$ cat config.mk
export PLATFORM = sky130hd
export DESIGN_NAME = isa_refresh_ctrl
export DESIGN_NICKNAME = d
export VERILOG_FILES = /design/src/rtl/isa_rfsh_pkg.sv /design/src/rtl/rfsh_queue.sv /design/src/rtl/rfsh_row_ctr.sv /design/src/rtl/rfsh_seq.sv /design/src/rtl/isa_refresh_ctrl.sv
export SDC_FILE = /design/constraint.sdc
export NUM_CORES = 1
export LEC_CHECK = 0
export BUFFER_PORTS_ARGS = -buffer_cell sky130_fd_sc_hd__buf_2
export CORE_MARGIN = 2
export CORE_UTILIZATION = 30
export CTS_CLUSTER_SIZE = 12
export DETAILED_ROUTE_END_ITERATION = 8
export PLACE_DENSITY_LB_ADDON = 0.12
export SETUP_SLACK_MARGIN = 0.5
export SLEW_MARGIN = 10
export SYNTH_ARGS = -nofsm -noshare
export SYNTH_HDL_FRONTEND = slang
export SYNTH_SLANG_ARGS = --single-unit
$ cat constraint.sdc
create_clock -name clk_i -period 2.1 [get_ports clk_i]
set_input_delay 0 -clock clk_i [delete_from_list [all_inputs] [get_ports clk_i]]
set_output_delay 0 -clock clk_i [all_outputs]
set_load 0.005 [all_outputs]
$ cat src/rtl/isa_rfsh_pkg.sv
package isa_rfsh_pkg;
  typedef enum logic [1:0] {
    ST_IDLE    = 2'd0,
    ST_ADDR    = 2'd1,
    ST_STROBE  = 2'd2,
    ST_RECOVER = 2'd3
  } rfsh_state_e;

  typedef enum logic {
    SRC_TIMER  = 1'b0,
    SRC_MASTER = 1'b1
  } rfsh_src_e;
endpackage

$ cat src/rtl/rfsh_queue.sv
module rfsh_queue #(
  parameter int unsigned DEPTH = 4,
  localparam int unsigned CW   = $clog2(DEPTH + 1)
) (
  input  logic clk_i,
  input  logic rst_ni,
  input  logic tick_i,
  input  logic done_i,
  output logic queued_o,
  output logic more_o
);
  localparam logic [CW-1:0] FULL = CW'(DEPTH);

  logic [CW-1:0] pend_q, pend_d;

  always_comb begin
    pend_d = pend_q;
    if (tick_i && !done_i) begin
      if (pend_q != FULL) pend_d = pend_q + 1'b1;
    end else if (done_i && !tick_i) begin
      if (pend_q != '0) pend_d = pend_q - 1'b1;
    end
  end

  always_ff @(posedge clk_i or negedge rst_ni) begin
    if (!rst_ni) pend_q <= '0;
    else         pend_q <= pend_d;
  end

  assign queued_o = (pend_q != '0);
  assign more_o   = (pend_d != '0);

  assert_drop_at_full_R2: assert property (@(posedge clk_i) disable iff (!rst_ni)
    (pend_q == FULL && tick_i && !done_i) |=> (pend_q == FULL));

  assert_tick_on_done_R11: assert property (@(posedge clk_i) disable iff (!rst_ni)
    (tick_i && done_i) |=> $stable(pend_q));

  assert_done_drains_R3: assert property (@(posedge clk_i) disable iff (!rst_ni)
    (done_i && !tick_i && pend_q != '0) |=> (pend_q == $past(pend_q) - 1'b1));
endmodule

$ cat src/rtl/rfsh_row_ctr.sv
module rfsh_row_ctr #(
  parameter int unsigned ROW_W = 8
) (
  input  logic             clk_i,
  input  logic             rst_ni,
  input  logic             adv_i,
  output logic [ROW_W-1:0] row_o
);
  logic [ROW_W-1:0] row_q;

  always_ff @(posedge clk_i or negedge rst_ni) begin
    if (!rst_ni)    row_q <= '0;
    else if (adv_i) row_q <= row_q + 1'b1;
  end

  assign row_o = row_q;

  assert_row_wrap_R10: assert property (@(posedge clk_i) disable iff (!rst_ni)
    (adv_i && row_q == '1) |=> (row_q == '0));

  assert_row_hold_R10: assert property (@(posedge clk_i) disable iff (!rst_ni)
    !adv_i |=> $stable(row_q));
endmodule

$ cat src/rtl/rfsh_seq.sv
module rfsh_seq
  import isa_rfsh_pkg::*;
#(
  parameter int unsigned MIN_STROBE = 4,
  localparam int unsigned CNT_W     = (MIN_STROBE > 2) ? $clog2(MIN_STROBE) : 1
) (
  input  logic        clk_i,
  input  logic        rst_ni,
  input  logic        bus_own_i,
  input  logic        mst_rfsh_ni,
  input  logic        ready_i,
  input  logic        queued_i,
  input  logic        more_i,
  output rfsh_state_e state_o,
  output rfsh_src_e   src_o,
  output logic        done_int_o,
  output logic        done_any_o
);
  localparam logic [CNT_W-1:0] LAST = CNT_W'(MIN_STROBE - 1);

  rfsh_state_e      state_q, state_d;
  rfsh_src_e        src_q, src_d;
  logic [CNT_W-1:0] cnt_q, cnt_d;

  always_comb begin
    state_d = state_q;
    src_d   = src_q;
    cnt_d   = cnt_q;
    unique case (state_q)
      ST_IDLE: begin
        if (bus_own_i && queued_i) begin
          state_d = ST_ADDR;
          src_d   = SRC_TIMER;
        end else if (!bus_own_i && !mst_rfsh_ni) begin
          state_d = ST_ADDR;
          src_d   = SRC_MASTER;
        end
      end
      ST_ADDR: begin
        state_d = ST_STROBE;
        cnt_d   = '0;
      end
      ST_STROBE: begin
        if (cnt_q == LAST) begin
          if (ready_i) state_d = ST_RECOVER;
        end else begin
          cnt_d = cnt_q + 1'b1;
        end
      end
      ST_RECOVER: begin
        // chain queued timer requests without passing through idle
        if (src_q == SRC_TIMER && bus_own_i && more_i) begin
          state_d = ST_ADDR;
          src_d   = SRC_TIMER;
        end else begin
          state_d = ST_IDLE;
        end
      end
      default: state_d = ST_IDLE;
    endcase
  end

  always_ff @(posedge clk_i or negedge rst_ni) begin
    if (!rst_ni) begin
      state_q <= ST_IDLE;
      src_q   <= SRC_TIMER;
      cnt_q   <= '0;
    end else begin
      state_q <= state_d;
      src_q   <= src_d;
      cnt_q   <= cnt_d;
    end
  end

  assign state_o    = state_q;
  assign src_o      = src_q;
  assign done_any_o = (state_q == ST_RECOVER);
  assign done_int_o = (state_q == ST_RECOVER) && (src_q == SRC_TIMER);

  assert_ready_stretch_R7: assert property (@(posedge clk_i) disable iff (!rst_ni)
    (state_q == ST_STROBE && !ready_i) |=> (state_q == ST_STROBE));

  assert_addr_one_clk_R6: assert property (@(posedge clk_i) disable iff (!rst_ni)
    (state_q == ST_ADDR) |=> (state_q == ST_STROBE));

  assert_recover_after_strobe_R6: assert property (@(posedge clk_i) disable iff (!rst_ni)
    (state_q == ST_RECOVER) |-> ($past(state_q) == ST_STROBE));

  assert_no_timer_start_unowned_R3: assert property (@(posedge clk_i) disable iff (!rst_ni)
    (state_q == ST_IDLE && !bus_own_i) |=> (state_q == ST_IDLE || src_q == SRC_MASTER));
endmodule

$ cat src/rtl/isa_refresh_ctrl.sv
module isa_refresh_ctrl
  import isa_rfsh_pkg::*;
#(
  parameter int unsigned QUEUE_DEPTH = 4,
  parameter int unsigned ROW_W       = 8,
  parameter int unsigned MIN_STROBE  = 4
) (
  input  logic             clk_i,
  input  logic             rst_ni,
  input  logic             tick_i,
  input  logic             bus_own_i,
  input  logic             mst_rfsh_ni,
  input  logic             ready_i,
  output logic             rfsh_no,
  output logic [ROW_W-1:0] row_addr_o,
  output logic             addr_oe_o,
  output logic             memr_no,
  output logic             smemr_no,
  output logic             aen_o,
  output logic             bale_o,
  output logic             hold_o,
  output logic             data_oe_o
);
  rfsh_state_e state;
  rfsh_src_e   src;
  logic        queued, more, done_int, done_any;

  rfsh_queue #(.DEPTH(QUEUE_DEPTH)) u_queue (
    .clk_i    (clk_i),
    .rst_ni   (rst_ni),
    .tick_i   (tick_i),
    .done_i   (done_int),
    .queued_o (queued),
    .more_o   (more)
  );

  rfsh_seq #(.MIN_STROBE(MIN_STROBE)) u_seq (
    .clk_i       (clk_i),
    .rst_ni      (rst_ni),
    .bus_own_i   (bus_own_i),
    .mst_rfsh_ni (mst_rfsh_ni),
    .ready_i     (ready_i),
    .queued_i    (queued),
    .more_i      (more),
    .state_o     (state),
    .src_o       (src),
    .done_int_o  (done_int),
    .done_any_o  (done_any)
  );

  rfsh_row_ctr #(.ROW_W(ROW_W)) u_row (
    .clk_i  (clk_i),
    .rst_ni (rst_ni),
    .adv_i  (done_any),
    .row_o  (row_addr_o)
  );

  logic busy, strobe, from_timer;

  assign busy       = (state != ST_IDLE);
  assign strobe     = (state == ST_STROBE);
  assign from_timer = (src == SRC_TIMER);

  assign hold_o    = busy;
  assign addr_oe_o = busy;
  assign bale_o    = busy;
  assign aen_o     = busy && from_timer;
  assign rfsh_no   = !(busy && from_timer);
  assign memr_no   = !strobe;
  assign smemr_no  = !(strobe && from_timer);
  assign data_oe_o = 1'b0;

  assert_timer_pattern_R4: assert property (@(posedge clk_i) disable iff (!rst_ni)
    !rfsh_no |-> (aen_o && bale_o && addr_oe_o && (memr_no == smemr_no)));

  assert_master_pattern_R5: assert property (@(posedge clk_i) disable iff (!rst_ni)
    (hold_o && rfsh_no) |-> (!aen_o && bale_o && smemr_no));

  assert_strobe_in_hold_R8: assert property (@(posedge clk_i) disable iff (!rst_ni)
    (!memr_no || !smemr_no) |-> hold_o);

  assert_no_data_drive_R9: assert property (@(posedge clk_i) disable iff (!rst_ni)
    hold_o |-> !data_oe_o);
endmodule

# Word-level counts from Yosys, hierarchy flattened
# Cells that the tools add are included.
[op_classes]
add_sub_neg = 4
multipliers = 0
div = 0
order_cmp = 0
n_eq_ne = 10
shifts = 0
muxes = 16
bitwise = 1
n_reduce_logical = 25
[ops]
columns = ["op", "n"]
rows = [
  ["$mux W3", 4],
  ["$mux W2", 5],
  ["$logic_and A1 B1 Y1", 9],
  ["$add A8 B1 Y8 const B", 1],
  ["$pmux W2 S4", 1],
  ["$logic_not A1 Y1", 7],
  ["$eq A2 B2 Y1 const B", 3],
  ["$reduce_and A3 Y1", 2],
  ["$reduce_bool A2 Y1", 3],
  ["$reduce_bool A3 Y1", 2],
  ["$mux W1", 4],
  ["$ne A2 B1 Y1 const B", 2],
  ["$ne A2 B2 Y1 const B", 2],
  ["$pmux W2 S2", 1],
  ["$add A3 B1 Y3 const B", 1],
  ["$ne A3 B1 Y1 const B", 1],
  ["$ne A3 B3 Y1 const B", 1],
  ["$sub A3 B1 Y3 const B", 1],
  ["$add A2 B1 Y2 const B", 1],
  ["$eq A2 B1 Y1 const B", 1],
  ["$logic_not A2 Y1", 1],
  ["$pmux W1 S2", 1],
  ["$reduce_and A2 Y1", 1],
  ["$not A1 Y1", 1],
]
[totals]
reg_bits = 16
latch_bits = 0
mem_bits_rw = 0
romBits = 0
in_bits = 6
out_inout_bits = 16
elab_cells = 61
memories = 0

# Longest topological paths before layout
# Gate-level depths: netlist of run 1.
[depth]
depth_word = 9
depth_mapped = 7

# Hierarchy
# A second synthesis of run 1 with hierarchy kept.
[hier_totals]
cells_unflattened = 98
hier_area_um2 = 1062.3
[modules_own_cells]
columns = ["module", "n_inst", "cells_per_inst", "area_per_inst_um2", "seq_area_each_um2"]
rows = [
  ["rfsh_seq", 1, 34, 365.4, 125.1],
  ["rfsh_row_ctr", 1, 26, 337.8, 200.2],
  ["rfsh_queue", 1, 29, 292.8, 75.1],
  ["isa_refresh_ctrl", 1, 9, 66.3, 0.0],
]

# Worst setup path before layout of run 1
# Ideal clock, no wire load.
[synth_timing]
path_type = "register -> register"
startpoint = "register u_seq.state_q[0] (netlist: u_seq.state_o[0])"
endpoint = "register u_seq.state_q[0] (netlist: u_seq.state_o[0])"
setup_ns = 0.124
arrival_time_ns = 1.533
t_required_ns = 1.976
slack_ns = 0.443
path_stages_with_launch = 8
n_path_buf = 1
period_less_slack_ns = 1.657
cell_sequence = "dfrtp_1 -> ha_1 -> buf_2 -> nor4b_1 -> a211oi_1 -> o22ai_2 -> nor3_2 -> o21ai_2"
[synth_via]
elab_chain_cells = 9
[synth_lines]
columns = ["element", "line", "source"]
rows = [
  ["from (decl)", "rfsh_seq.sv:21", "rfsh_state_e state_q, state_d;"],
  ["from (signal assigned)", "rfsh_seq.sv:69", "state_q <= state_d;"],
  ["$eq A2 B2 Y1 (*)", "rfsh_seq.sv:78", "assign done_int_o = (state_q == ST_RECOVER) && (src_q == SRC_TIMER);"],
  ["$logic_and A1 B1 Y1 (*)", "rfsh_seq.sv:78", ""],
  ["$logic_and A1 B1 Y1 / $logic_not A1 Y1 (equally long branches)", "rfsh_queue.sv:20, rfsh_queue.sv:18", ""],
  ["$mux W3 / $logic_and A1 B1 Y1 (equally long branches)", "rfsh_queue.sv:20, rfsh_queue.sv:18", ""],
  ["$mux W3 (*)", "rfsh_queue.sv:18", "if (tick_i && !done_i) begin"],
  ["named net u_queue.pend_d[1]", "rfsh_queue.sv:14", "logic [CW-1:0] pend_q, pend_d;"],
  ["$reduce_bool A3 Y1 (*)", "rfsh_queue.sv:31", "assign more_o = (pend_d != '0);"],
  ["$logic_and A1 B1 Y1 (*)", "rfsh_seq.sv:52", "if (src_q == SRC_TIMER && bus_own_i && more_i) begin"],
  ["$mux W1 (*)", "rfsh_seq.sv:52", ""],
  ["$pmux W2 S4 (*)", "rfsh_seq.sv:29", "unique case (state_q)"],
]
# The timed path passes the listed nets; every way through them passes the cells marked *.
# A chain may end at the register's enable or synchronous reset.

# Final worst setup path of run 1
[layout_timing]
startpoint = "register u_seq.state_q[1] (netlist: u_seq.state_o[1])"
endpoint = "register u_seq.state_q[0] (netlist: u_seq.state_o[0])"
# Same word-level chain as after synthesis.

==> impl_metrics.prom, run 1 <==
# TYPE chip_impl_metric gauge
chip_impl_metric{name="final.fill_count",unit=""} 340
chip_impl_metric{name="num_vias",unit=""} 888
chip_impl_info{name="dominant_combinational_cell_family_by_area_after_synthesis",value="simple AND/OR/NAND/NOR gates"} 1
chip_impl_metric{name="final.period_utilization",unit="%"} 83.53
chip_impl_metric{name="critical_path_required",unit="ns"} 2.28
chip_impl_metric{name="timing.critical_path.slowest_cell_delay",unit="ns"} 0.50
chip_impl_metric{name="power_density",unit="nW/um^2"} 1414
chip_impl_metric{name="die-width",unit="um"} 63.65
chip_impl_metric{name="dpl-instance-area",unit="um^2"} 1194
chip_impl_metric{name="initial_antenna_violation_count",unit=""} 0
chip_impl_metric{name="critPathArrivalTime",unit="ns"} 1.93
chip_impl_metric{name="yosys.area_share.simple",unit="%"} 22.39
chip_impl_metric{name="timing.final.crit_period",unit="ns"} 1.754
chip_impl_metric{name="diodes",unit=""} 0
chip_impl_metric{name="post-layout-total-power",unit="uW"} 1893
chip_impl_metric{name="routed_wirelength",unit="mm"} 2.262
chip_impl_metric{name="globalRouteMet1Util",unit="%"} 13.94
chip_impl_metric{name="power.static_leakage",unit="uW"} 0.0006294
chip_impl_info{name="critical_path_sink_type",value="register"} 1
chip_impl_info{name="grt_busiest_layer",value="met2"} 1
chip_impl_metric{name="place.detailed.hpwl",unit="mm"} 1.621
chip_impl_metric{name="final_cell_area",unit="um^2"} 1339
chip_impl_metric{name="critical_path_maximum_fanout",unit=""} 7
chip_impl_metric{name="syn_to_final_growth",unit="%"} 25.44
chip_impl_metric{name="number_of_placement_rows",unit=""} 21
chip_impl_metric{name="last_weighted_congestion_value_of_the_routability_driven_placer",unit=""} 0.7889
chip_impl_info{name="cts_root_buffer",value="sky130_fd_sc_hd__clkbuf_4"} 1
chip_impl_info{name="holdCritPathClass",value="input port to register"} 1
chip_impl_metric{name="synthesis.area",unit="um^2"} 1067
chip_impl_metric{name="post_synth.cell_area_avg",unit="um^2"} 9.702
chip_impl_info{name="post_synth_main_area_contributors",value="sky130_fd_sc_hd__dfrtp_1 (38%), sky130_fd_sc_hd__ha_1 (11%), sky130_fd_sc_hd__nand2_1 (3.9%), sky130_fd_sc_hd__xnor2_1 (3.3%), sky130_fd_sc_hd__xor2_1 (3.3%)"} 1
chip_impl_metric{name="maxCapViolations",unit=""} 0
chip_impl_metric{name="synth-xor-area-share",unit="%"} 6.565
chip_impl_info{name="result_of_the_run",value="finished, final reports clean"} 1
chip_impl_info{name="grt_setup_unrepaired",value="true"} 1
chip_impl_metric{name="grt.overflow.total",unit=""} 0
chip_impl_metric{name="ys_types",unit=""} 41
chip_impl_metric{name="worst_skew_pair.late_latency",unit="ns"} 0.29
chip_impl_metric{name="timing.hold.ws",unit="ns"} 0.02086
chip_impl_metric{name="report.final.slew_viol_count",unit=""} 0
chip_impl_metric{name="yosys_register_bits",unit=""} 16
chip_impl_metric{name="total_drc_errors_in_the_routed_layout",unit=""} 0
chip_impl_info{name="worst_r2r_endpoint",value="u_seq.state_o[0]$_DFFE_PN0P_"} 1
chip_impl_metric{name="yosys.area_share.adder",unit="%"} 10.55
chip_impl_metric{name="worst-r2r-cell-count",unit=""} 6
chip_impl_metric{name="multi_input_comb_area",unit="um^2"} 629.4
chip_impl_metric{name="path_clk_slew",unit="ns"} 0.10
chip_impl_metric{name="finalHoldViolCount",unit=""} 0
chip_impl_metric{name="cts_made_buffers",unit=""} 3
chip_impl_metric{name="die_h",unit="um"} 63.65
chip_impl_metric{name="clock_sink_count",unit=""} 16
chip_impl_metric{name="grt.total_usage",unit="%"} 11.49
chip_impl_metric{name="grt_use_met3",unit="%"} 2.679
chip_impl_metric{name="ioPinCount",unit=""} 22
chip_impl_metric{name="final-seq-area",unit="um^2"} 401.6
chip_impl_metric{name="synth_nets",unit=""} 125
chip_impl_metric{name="synth_largest_type_area_fraction",unit="%"} 37.51
chip_impl_info{name="synth_area_leader_cell",value="sky130_fd_sc_hd__dfrtp_1"} 1
chip_impl_metric{name="initial_core_utilization",unit="%"} 31.49
chip_impl_info{name="worstHoldEndpoint",value="u_seq.src_o$_DFFE_PN0P_"} 1
chip_impl_info{name="worstHoldStart",value="mst_rfsh_ni"} 1
chip_impl_info{name="slowest_stage",value="sky130_fd_sc_hd__or4bb_1"} 1
chip_impl_metric{name="synth_sequential_area_ratio",unit="%"} 37.51
chip_impl_metric{name="grt_pass1_wl",unit="mm"} 3.712
chip_impl_metric{name="antenna_violating_nets_post_route",unit=""} 0
chip_impl_metric{name="htree_levels",unit=""} 1
chip_impl_metric{name="route.detailed.wl_per_inst",unit="um"} 12.29
chip_impl_metric{name="cp_num_buf_inv",unit=""} 0
chip_impl_metric{name="max_freq",unit="MHz"} 570.1
chip_impl_metric{name="yosys-mux-area-fraction",unit="%"} 2.931
chip_impl_metric{name="deepest_clock_path_buffer_count",unit=""} 2
chip_impl_metric{name="groute.layer.met2.usage",unit="%"} 19.47
chip_impl_metric{name="timing.clock.skew",unit="ns"} 0.0009989
chip_impl_metric{name="synth_compound_gate_area_share",unit="%"} 12.54
chip_impl_info{name="crit_path_start_kind",value="register"} 1
chip_impl_metric{name="first_global_vias",unit=""} 830
chip_impl_metric{name="timing.final.setup_violations",unit=""} 0
chip_impl_metric{name="post-route-util",unit="%"} 39.50
chip_impl_metric{name="share_of_post_route_cells_with_drive_strength_above_1",unit="%"} 34.06
chip_impl_metric{name="drt-initial-drc-count",unit=""} 21
chip_impl_info{name="cpLargestDelayFamily",value="simple AND/OR/NAND/NOR gates"} 1
chip_impl_metric{name="fp.coreArea",unit="um^2"} 3390
chip_impl_metric{name="yosys_warnings",unit=""} 0
chip_impl_metric{name="ff2ff_setup_slack",unit="ns"} 0.35
chip_impl_metric{name="ir_worst_vdd",unit="uV"} 438.7
chip_impl_metric{name="number_of_cells_on_the_worst_hold_path",unit=""} 4
chip_impl_info{name="critical_path_cell_list",value="ha_4 > or4bb_1 > o311ai_2 > nand3_1 > nor3_2 > o21ai_2"} 1
chip_impl_metric{name="nNetsFinal",unit=""} 154
chip_impl_metric{name="die_area",unit="um^2"} 4051
chip_impl_metric{name="drt_pre_antenna_iters",unit=""} 3
chip_impl_info{name="cts_tree",value="done"} 1
chip_impl_info{name="worst_r2r_startpoint",value="u_seq.state_o[1]$_DFFE_PN0P_"} 1
chip_impl_metric{name="netlist_instances",unit=""} 110
chip_impl_metric{name="numPortBuffers",unit=""} 20
chip_impl_metric{name="setup_tns",unit="ns"} 0
chip_impl_info{name="crit_type",value="register to register"} 1
chip_impl_metric{name="grt_max_degree",unit=""} 17
chip_impl_metric{name="vias_per_cell",unit=""} 4.826
[repair_timing]
| item | in CTS | in global routing |
|---|---|---|
| hold buffers | 2 | 0 |
| resized for setup | 4 | 2 |
| pin swaps | 1 | 3 |
| setup endpoints to repair | 5 | 3 |
| buffers inserted | 2 | 6 |
| endpoints found under the hold margin | 17 | 0 |
[worst max-delay path by stage]
stage	startpoint	depth (start not counted)	end	slack (ns)
global placement	u_seq.state_o[0]$_DFFE_PN0P_	6	u_seq.state_o[0]$_DFFE_PN0P_	0.24
global route	u_seq.state_o[1]$_DFFE_PN0P_	6	u_seq.state_o[0]$_DFFE_PN0P_	0.25
CTS	u_queue.pend_q[0]$_DFF_PN0_	7	u_seq.state_o[0]$_DFFE_PN0P_	0.40
finish	u_seq.state_o[1]$_DFFE_PN0P_	6	u_seq.state_o[0]$_DFFE_PN0P_	0.35
floorplan	u_queue.pend_q[1]$_DFF_PN0_	7	u_seq.state_o[0]$_DFFE_PN0P_	0.49
detailed placement	u_seq.state_o[0]$_DFFE_PN0P_	6	u_seq.state_o[0]$_DFFE_PN0P_	0.17
[logic make-up (layout without fill, tap and decap cells)]
kind of cell    count (synthesis)  count (layout)
flops                          16              16
buf+inv                        15              43
compound gates                 18              18
fa+ha+maj                       9               9
simple gates                   40              40
xor+xnor                        8               8
other cells                     1               1
mux                             3               3
[final cells by class]
type,count,share of cell area [%]
well taps,46,4.299
multi-input cells,79,47.01
clock buffers,4,2.710
inverters,9,2.523
repair buffers,30,13.46
flip-flops and latches,16,30.00
[per-layer routing]
| metal | routed length (um) | share of wire [%] |
|---|---|---|
| met5 | 0 | 0 |
| met4 | 27 | 1.2 |
| met3 | 72 | 3.2 |
| met2 | 1127 | 50 |
| met1 | 1035 | 46 |
[cells in the final DEF, fill, tap and decap left out, types with 2 or more instances in the layout]
cell,instances
sky130_fd_sc_hd__a211oi_1,2
sky130_fd_sc_hd__a21oi_1,2
sky130_fd_sc_hd__buf_2,20
sky130_fd_sc_hd__buf_4,8
sky130_fd_sc_hd__clkbuf_4,3
sky130_fd_sc_hd__dfrtp_1,15
sky130_fd_sc_hd__dlygate4sd3_1,2
sky130_fd_sc_hd__ha_1,7
sky130_fd_sc_hd__inv_1,8
sky130_fd_sc_hd__mux2i_1,2
sky130_fd_sc_hd__nand2_1,11
sky130_fd_sc_hd__nand2b_1,2
sky130_fd_sc_hd__nand3_1,3
sky130_fd_sc_hd__nand4_1,4
sky130_fd_sc_hd__nor2_1,5
sky130_fd_sc_hd__nor4b_1,2
sky130_fd_sc_hd__o21ai_0,4
sky130_fd_sc_hd__o311a_1,2
sky130_fd_sc_hd__xnor2_1,4
sky130_fd_sc_hd__xor2_1,4
[sequential cells by signal (all words and copies together), names as in the netlist]
register and cells:
u_seq.src_o 1, u_seq.cnt_q 2, u_seq.state_o 2, u_queue.pend_q 3, u_row.row_o 8
[synthesized netlist by cell type (all sizes together)]
master  number
and2b        1
nand2b       3
a311oi       1
o22ai        2
nor2b        2
conb         1
a21o         1
mux2i        2
a21oi        2
o311ai       1
nor4b        2
nand4b       1
dfrtp       16
or4          1
nand4        5
ha           9
nand3b       1
and3b        1
or4bb        1
and3         1
nor3         1
o21ai        5
mux2         1
buf          5
xnor2        4
a211oi       2
nand2       11
o311a        2
clkbuf       1
o21a         1
inv          9
nand3        3
o32ai        1
xor2         4
or2          1
nor2         5
[tightest hold or removal path, stage by stage]
cell,delay [ns]
sky130_fd_sc_hd__buf_2,0.09
sky130_fd_sc_hd__a211oi_1,0.06
sky130_fd_sc_hd__nor2_1,0.08
sky130_fd_sc_hd__a21oi_1,0.04
[report_power, final]
group,internal [uW],switching [uW]
registers,438,168
logic,556,524
clock network,106,101
[per-stage QoR]
| step | instances | worst slack (ns) |
|---|---|---|
| after floorplan | 110 | 0.4879 |
| after global placement | 170 | 0.2359 |
| after detailed placement | 170 | 0.1720 |
| after CTS | 178 | 0.3968 |
| after global routing | 184 | 0.2454 |
| final | 184 | 0.3458 |
Note: power is estimated with default switching activity, not from simulation.
==> run 2, diff against run 1 <==
- clock period: 2.1 -> 1.45 ns (I/O delays scaled with it)
==> run 2 against run 1 <==
Compared with the run above:
- the flow now finishes with violations (negative setup slack)
- critical path depth is 1 higher
- global-route usage is 2.0 points higher
- sequential power is 38% higher
- cell count is 11% higher
- via count is 6.3% higher
- worst hold slack better by 0.0075 ns
==> impl_metrics.prom, run 2 (synthesis results as in run 1) <==
# TYPE chip_impl_metric gauge
chip_impl_info{name="result_of_the_run",value="finished, violations left"} 1
chip_impl_info{name="failing_checks",value="negative setup slack"} 1
chip_impl_metric{name="worst_skew_pair.late_latency",unit="ns"} 0.28
chip_impl_metric{name="final-seq-area",unit="um^2"} 400.4
chip_impl_metric{name="power_density",unit="nW/um^2"} 2195
chip_impl_metric{name="max_freq",unit="MHz"} 583.0
chip_impl_metric{name="route.detailed.wl_per_inst",unit="um"} 12.69
chip_impl_metric{name="fp.coreArea",unit="um^2"} 3390
chip_impl_metric{name="routed_wirelength",unit="mm"} 2.588
chip_impl_info{name="cts_root_buffer",value="sky130_fd_sc_hd__clkbuf_4"} 1
chip_impl_metric{name="critical_path_maximum_fanout",unit=""} 4
chip_impl_info{name="crit_type",value="register to register"} 1
chip_impl_metric{name="finalHoldViolCount",unit=""} 0
chip_impl_metric{name="diodes",unit=""} 0
chip_impl_metric{name="die_h",unit="um"} 63.65
chip_impl_metric{name="drt-initial-drc-count",unit=""} 39
chip_impl_metric{name="place.detailed.hpwl",unit="mm"} 1.810
chip_impl_metric{name="critical_path_required",unit="ns"} 1.62
chip_impl_metric{name="dpl-instance-area",unit="um^2"} 1350
chip_impl_metric{name="numPortBuffers",unit=""} 20
chip_impl_metric{name="initial_core_utilization",unit="%"} 31.49
chip_impl_metric{name="cts_made_buffers",unit=""} 3
chip_impl_metric{name="dp_cells",unit=""} 186
chip_impl_metric{name="flip_flop_count_of_the_largest_register_after_layout",unit=""} 8
chip_impl_metric{name="timing.final.crit_period",unit="ns"} 1.715
chip_impl_metric{name="ir_worst_vdd",unit="uV"} 841.2
chip_impl_metric{name="drt_pre_antenna_iters",unit=""} 4
chip_impl_metric{name="grt.total_usage",unit="%"} 13.45
chip_impl_metric{name="clock_sink_count",unit=""} 16
chip_impl_metric{name="initial_antenna_violation_count",unit=""} 0
chip_impl_metric{name="syn_to_final_growth",unit="%"} 52.87
chip_impl_metric{name="nNetsFinal",unit=""} 174
chip_impl_metric{name="maxCapViolations",unit=""} 0
chip_impl_metric{name="die-width",unit="um"} 63.65
chip_impl_metric{name="antenna_violating_nets_post_route",unit=""} 0
chip_impl_metric{name="total_drc_errors_in_the_routed_layout",unit=""} 0
chip_impl_metric{name="number_of_cells_on_the_worst_hold_path",unit=""} 3
chip_impl_metric{name="grt_max_degree",unit=""} 17
chip_impl_metric{name="timing.final.setup_violations",unit=""} 13
chip_impl_metric{name="final.fill_count",unit=""} 326
chip_impl_metric{name="power.static_leakage",unit="uW"} 0.0007619
chip_impl_metric{name="multi_input_comb_area",unit="um^2"} 711.9
chip_impl_metric{name="grt.overflow.total",unit=""} 0
chip_impl_metric{name="critPathArrivalTime",unit="ns"} 1.89
chip_impl_info{name="cts_tree",value="done"} 1
chip_impl_info{name="most-common-layout-cells",value="sky130_fd_sc_hd__buf_4 (19), sky130_fd_sc_hd__buf_2 (17), sky130_fd_sc_hd__dfrtp_1 (16)"} 1
chip_impl_info{name="holdCritPathClass",value="input port to register"} 1
chip_impl_metric{name="ioPinCount",unit=""} 22
chip_impl_metric{name="last_weighted_congestion_value_of_the_routability_driven_placer",unit=""} 0.8156
chip_impl_metric{name="die_area",unit="um^2"} 4051
chip_impl_metric{name="grt_pass1_wl",unit="mm"} 4.340
chip_impl_metric{name="first_global_vias",unit=""} 932
chip_impl_metric{name="report.final.slew_viol_count",unit=""} 0
chip_impl_metric{name="vias_per_cell",unit=""} 4.627
chip_impl_metric{name="timing.clock.skew",unit="ns"} 0.005738
chip_impl_info{name="crit_path_start_kind",value="register"} 1
chip_impl_metric{name="final_cell_area",unit="um^2"} 1632
chip_impl_info{name="layout_commonest_cell",value="sky130_fd_sc_hd__buf_4"} 1
chip_impl_info{name="grt_setup_unrepaired",value="true"} 1
chip_impl_metric{name="layout_setup_ws",unit="ns"} -0.2654
chip_impl_metric{name="htree_levels",unit=""} 1
chip_impl_metric{name="deepest_clock_path_buffer_count",unit=""} 2
chip_impl_metric{name="num_vias",unit=""} 944
chip_impl_info{name="critical_path_sink_type",value="register"} 1
chip_impl_metric{name="worst-r2r-cell-count",unit=""} 7
chip_impl_metric{name="final_cell_count_without_fillers",unit=""} 204
chip_impl_metric{name="final.period_utilization",unit="%"} 118.3
chip_impl_metric{name="number_of_placement_rows",unit=""} 21
chip_impl_metric{name="timing.hold.ws",unit="ns"} 0.02835
chip_impl_metric{name="path_clk_slew",unit="ns"} 0.09
chip_impl_metric{name="share_of_post_route_cells_with_drive_strength_above_1",unit="%"} 50.63
-- run 2: cell count changes in the layout (fill, tap and decap cells not counted), sizes merged --
cell  delta
buf     +20
-- run 2: through the flow --
step                setup WS, ns  total power, uW  TNS (ns)  util, %
floorplan                -0.1621             1986   -0.1808        -
global placement         -0.1846             2623   -0.3603    39.83
detailed placement       -0.2328             2644   -0.4689    39.83
CTS                      -0.2151             3175   -0.8969    43.89
global route             -0.3483             3885    -2.495    48.14
finish                   -0.2654             3582    -1.598    48.14
-- run 2: final timing paths --
check	from	slack (ns)	end
hold reg to reg	u_row.row_o[7]$_DFFE_PN0N_	0.46	u_row.row_o[7]$_DFFE_PN0N_
hold / removal	bus_own_i	0.03	u_seq.state_o[0]$_DFFE_PN0P_
setup reg to reg	u_seq.state_o[0]$_DFFE_PN0P_	-0.27	u_seq.state_o[0]$_DFFE_PN0P_
min in group asynchronous	rst_ni	0.15	u_seq.state_o[0]$_DFFE_PN0P_
max in group asynchronous	rst_ni	1.04	u_seq.state_o[1]$_DFFE_PN0P_
setup / recovery	u_seq.state_o[0]$_DFFE_PN0P_	-0.27	u_seq.state_o[0]$_DFFE_PN0P_
-- run 2: area by class of cell --
cell class | instances | area share (%)
Multi-Input combinational cell | 79 | 43.64
Clock buffer | 4 | 2.224
Inverter | 9 | 2.377
Sequential cell | 16 | 24.54
Timing Repair Buffer | 50 | 23.70
Tap cell | 46 | 3.528
-- run 2: per-layer routing --
metal	vias up	GRT usage, %	wire length (um)
met5	-	0	0
met4	0	0.8152	8
met1	448	16.85	1157
met2	15	24.34	1341
met3	2	3.214	81
li1	479	-	-
-- run 2: worst max-delay path, cell delays in order, from the launching register on --
cell and delay (ns):
sky130_fd_sc_hd__dfrtp_1 0.43, sky130_fd_sc_hd__ha_4 0.18, sky130_fd_sc_hd__buf_6 0.10, sky130_fd_sc_hd__or4bb_1 0.42, sky130_fd_sc_hd__o311ai_2 0.11, sky130_fd_sc_hd__nand3_1 0.15, sky130_fd_sc_hd__nor3_2 0.15, sky130_fd_sc_hd__o21ai_2 0.06
-- run 2: what timing repair did --
action                                  4_1_cts  5_1_grt
pin swaps                                     6        4
cloned                                        0        0
setup buffers                                 4        8
endpoints found under the hold margin        17        0
resized for setup                            14       25
endpoints found under the setup margin       23       23
hold buffers                                  2        0
-- run 2: report_power, final --
group          internal (uW)  switching, uW
clock                    153            132
sequential               632            203
combinational           1380           1080
==> run 3, diff against run 2 <==
==> constraint.sdc (replaced) <==
create_clock -name clk_i -period 1.45 [get_ports clk_i]
set_input_delay 0.145 -clock clk_i [delete_from_list [all_inputs] [get_ports clk_i]]
set_output_delay 0.145 -clock clk_i [all_outputs]
set_load 0.005 [all_outputs]
==> run 3 against run 2 <==
Compared with the run above:
- sequential share of layout area fell by 1.1 points
- non-clock buffer count rose by 6
- first-iteration DRC count fell by 33%
- setup slack improved by 0.060 ns
- die area did not move
- power rose by 3.7%
- clock skew fell by 0.0035 ns
- clock power rose by 2%
- the run still ends with negative setup slack left
- critical endpoint unchanged
- maximum frequency rose by 3.6%
- register-to-register slack improved by 0.06 ns
==> impl_metrics.prom, run 3 (synthesis results as in run 1) <==
# TYPE chip_impl_metric gauge
chip_impl_info{name="result_of_the_run",value="finished, violations left"} 1
chip_impl_info{name="failing_checks",value="negative setup slack"} 1
chip_impl_info{name="critical_path_cell_list",value="inv_2 > ha_4 > or4bb_1 > o311ai_2 > nand3_1 > nor3_2 > o21ai_2"} 1
chip_impl_metric{name="clock_sink_count",unit=""} 16
chip_impl_metric{name="maxCapViolations",unit=""} 0
chip_impl_metric{name="layout_setup_ws",unit="ns"} -0.2052
chip_impl_info{name="holdCritPathClass",value="input port to register"} 1
chip_impl_metric{name="dp_cells",unit=""} 189
chip_impl_metric{name="report.final.slew_viol_count",unit=""} 0
chip_impl_metric{name="ioPinCount",unit=""} 22
chip_impl_metric{name="final.period_utilization",unit="%"} 114.2
chip_impl_metric{name="numPortBuffers",unit=""} 20
chip_impl_info{name="cts_root_buffer",value="sky130_fd_sc_hd__clkbuf_4"} 1
chip_impl_info{name="slowest_stage",value="sky130_fd_sc_hd__or4bb_1"} 1
chip_impl_metric{name="drt_pre_antenna_iters",unit=""} 4
chip_impl_metric{name="final_cell_count_without_fillers",unit=""} 210
chip_impl_info{name="worst_r2r_endpoint",value="u_seq.state_o[0]$_DFFE_PN0P_"} 1
chip_impl_metric{name="deepest_clock_path_buffer_count",unit=""} 2
chip_impl_metric{name="max_freq",unit="MHz"} 604.2
chip_impl_metric{name="detailroute.wirelength.met3",unit="um"} 84
chip_impl_metric{name="die_area",unit="um^2"} 4051
chip_impl_metric{name="htree_levels",unit=""} 1
chip_impl_metric{name="number_of_cells_on_the_worst_hold_path",unit=""} 2
chip_impl_metric{name="drt-initial-drc-count",unit=""} 26
chip_impl_metric{name="die-width",unit="um"} 63.65
chip_impl_metric{name="grt_pass1_wl",unit="mm"} 4.664
chip_impl_info{name="cts_tree",value="done"} 1
chip_impl_metric{name="timing.final.crit_period",unit="ns"} 1.655
chip_impl_metric{name="diodes",unit=""} 0
chip_impl_metric{name="route.detailed.wl_per_inst",unit="um"} 12.38
chip_impl_metric{name="power_density",unit="nW/um^2"} 2179
chip_impl_metric{name="post-route-util",unit="%"} 50.31
chip_impl_metric{name="grt.overflow.total",unit=""} 0
chip_impl_metric{name="first_global_vias",unit=""} 1035
chip_impl_info{name="grt_setup_unrepaired",value="true"} 1
chip_impl_info{name="worstHoldEndpoint",value="u_seq.src_o$_DFFE_PN0P_"} 1
chip_impl_metric{name="path_clk_slew",unit="ns"} 0.09
chip_impl_info{name="most-common-layout-cells",value="sky130_fd_sc_hd__buf_4 (27), sky130_fd_sc_hd__dfrtp_1 (16), sky130_fd_sc_hd__buf_2 (14)"} 1
chip_impl_metric{name="initial_core_utilization",unit="%"} 31.49
chip_impl_metric{name="flip_flop_count_of_the_largest_register_after_layout",unit=""} 8
chip_impl_metric{name="total_drc_errors_in_the_routed_layout",unit=""} 0
chip_impl_metric{name="fp.coreArea",unit="um^2"} 3390
chip_impl_metric{name="final_cell_area",unit="um^2"} 1705
chip_impl_metric{name="cts_made_buffers",unit=""} 3
chip_impl_metric{name="share_of_post_route_cells_with_drive_strength_above_1",unit="%"} 54.27
chip_impl_metric{name="critPathArrivalTime",unit="ns"} 1.83
chip_impl_metric{name="place.detailed.hpwl",unit="mm"} 1.847
chip_impl_metric{name="dpl-instance-area",unit="um^2"} 1385
chip_impl_metric{name="ir_worst_vdd",unit="uV"} 630.2
chip_impl_metric{name="timing.critical_path.slowest_cell_delay",unit="ns"} 0.49
chip_impl_info{name="worst_r2r_startpoint",value="u_queue.pend_q[0]$_DFF_PN0_"} 1
chip_impl_metric{name="grt_max_degree",unit=""} 17
chip_impl_info{name="layout_commonest_cell",value="sky130_fd_sc_hd__buf_4"} 1
chip_impl_info{name="crit_type",value="register to register"} 1
chip_impl_metric{name="critical_path_required",unit="ns"} 1.62
chip_impl_metric{name="last_weighted_congestion_value_of_the_routability_driven_placer",unit=""} 0.8044
chip_impl_metric{name="nNetsFinal",unit=""} 180
chip_impl_metric{name="post-layout-total-power",unit="uW"} 3716
chip_impl_metric{name="timing.final.setup_violations",unit=""} 11
chip_impl_metric{name="number_of_placement_rows",unit=""} 21
chip_impl_metric{name="critical_path_maximum_fanout",unit=""} 3
chip_impl_metric{name="routed_wirelength",unit="mm"} 2.599
chip_impl_metric{name="vias_per_cell",unit=""} 4.733
chip_impl_metric{name="worst_skew_pair.late_latency",unit="ns"} 0.28
chip_impl_metric{name="power.static_leakage",unit="uW"} 0.0007947
chip_impl_metric{name="ff2ff_setup_slack",unit="ns"} -0.21
chip_impl_metric{name="num_vias",unit=""} 994
chip_impl_info{name="critical_path_sink_type",value="register"} 1
chip_impl_metric{name="grt.total_usage",unit="%"} 14.41
chip_impl_metric{name="route.layer.met1.wl",unit="mm"} 1.164
chip_impl_metric{name="routed-wl-met2",unit="mm"} 1.345
chip_impl_metric{name="finalHoldViolCount",unit=""} 0
chip_impl_info{name="crit_path_start_kind",value="register"} 1
chip_impl_info{name="worstHoldStart",value="bus_own_i"} 1
chip_impl_metric{name="initial_antenna_violation_count",unit=""} 0
chip_impl_metric{name="antenna_violating_nets_post_route",unit=""} 0
chip_impl_metric{name="timing.clock.skew",unit="ns"} 0.002288
chip_impl_metric{name="timing.hold.ws",unit="ns"} 0.09892
chip_impl_metric{name="die_h",unit="um"} 63.65
chip_impl_info{name="routed.top_layer",value="met4"} 1
chip_impl_metric{name="worst-r2r-cell-count",unit=""} 7
chip_impl_metric{name="syn_to_final_growth",unit="%"} 59.79
-- run 3: changes by cell type in the layout (fill, tap and decap cells not counted), sizes merged --
cell,before,now
dlygate4sd3,2,1
buf,48,55
-- run 3: per-layer routing --
layer  vias up  global-route usage, %
met5         -                      0
met1       484                  17.15
met4         0                  1.630
li1        492                      -
met3         2                  4.286
met2        16                  26.18
-- run 3: through the flow --
step / setup WS (ns) / TNS, ns
2_1_floorplan: -0.1621 / -0.1808
4_1_cts: -0.2174 / -0.7232
6_report: -0.2052 / -1.052
3_5_place_dp: -0.2393 / -0.4316
5_1_grt: -0.2758 / -2.019
3_3_place_gp: -0.2341 / -0.4399
-- run 3: worst max-delay path by stage --
stage	startpoint	end	depth (start not counted)
floorplan	u_queue.pend_q[1]$_DFF_PN0_	u_seq.state_o[0]$_DFFE_PN0P_	7
global placement	u_queue.pend_q[0]$_DFF_PN0_	u_seq.state_o[0]$_DFFE_PN0P_	7
detailed placement	u_queue.pend_q[0]$_DFF_PN0_	u_seq.state_o[0]$_DFFE_PN0P_	7
CTS	u_queue.pend_q[0]$_DFF_PN0_	u_seq.state_o[0]$_DFFE_PN0P_	7
global route	u_queue.pend_q[0]$_DFF_PN0_	u_seq.state_o[0]$_DFFE_PN0P_	7
finish	u_queue.pend_q[0]$_DFF_PN0_	u_seq.state_o[0]$_DFFE_PN0P_	7
-- run 3: worst max-delay path: cells and delay by family, from the launching register on --
family / cells / cell delay, ns
flip-flops: 1 / 0.40
buffers and inverters: 1 / 0.09
AND/OR/NAND/NOR: 3 / 0.77
AO/OA/AOI/OAI: 2 / 0.16
adder cells (fa/ha/maj): 1 / 0.12
-- run 3: power by group --
| part | internal [uW] | switching [uW] | total [uW] |
|---|---|---|---|
| logic | 1500 | 1110 | 2610 |
| clock network | 153 | 137 | 290 |
| registers | 632 | 184 | 816 |
-- run 3: area by class of cell --
| class | count | area, um^2 |
|---|---|---|
| Clock buffer | 4 | 36.28 |
| Fill cell | 312 | 1684 |
| Inverter | 9 | 43.79 |
| Multi-Input combinational cell | 79 | 718.2 |
| Sequential cell | 16 | 400.4 |
| Tap cell | 46 | 57.56 |
| Timing Repair Buffer | 56 | 449.2 |
-- run 3: timing repair --
action	CTS	global route
pin swaps	7	3
endpoints found under the hold margin	16	0
endpoints found under the setup margin	31	31
hold buffers	1	0
resized for setup	28	12
setup buffers	12	4
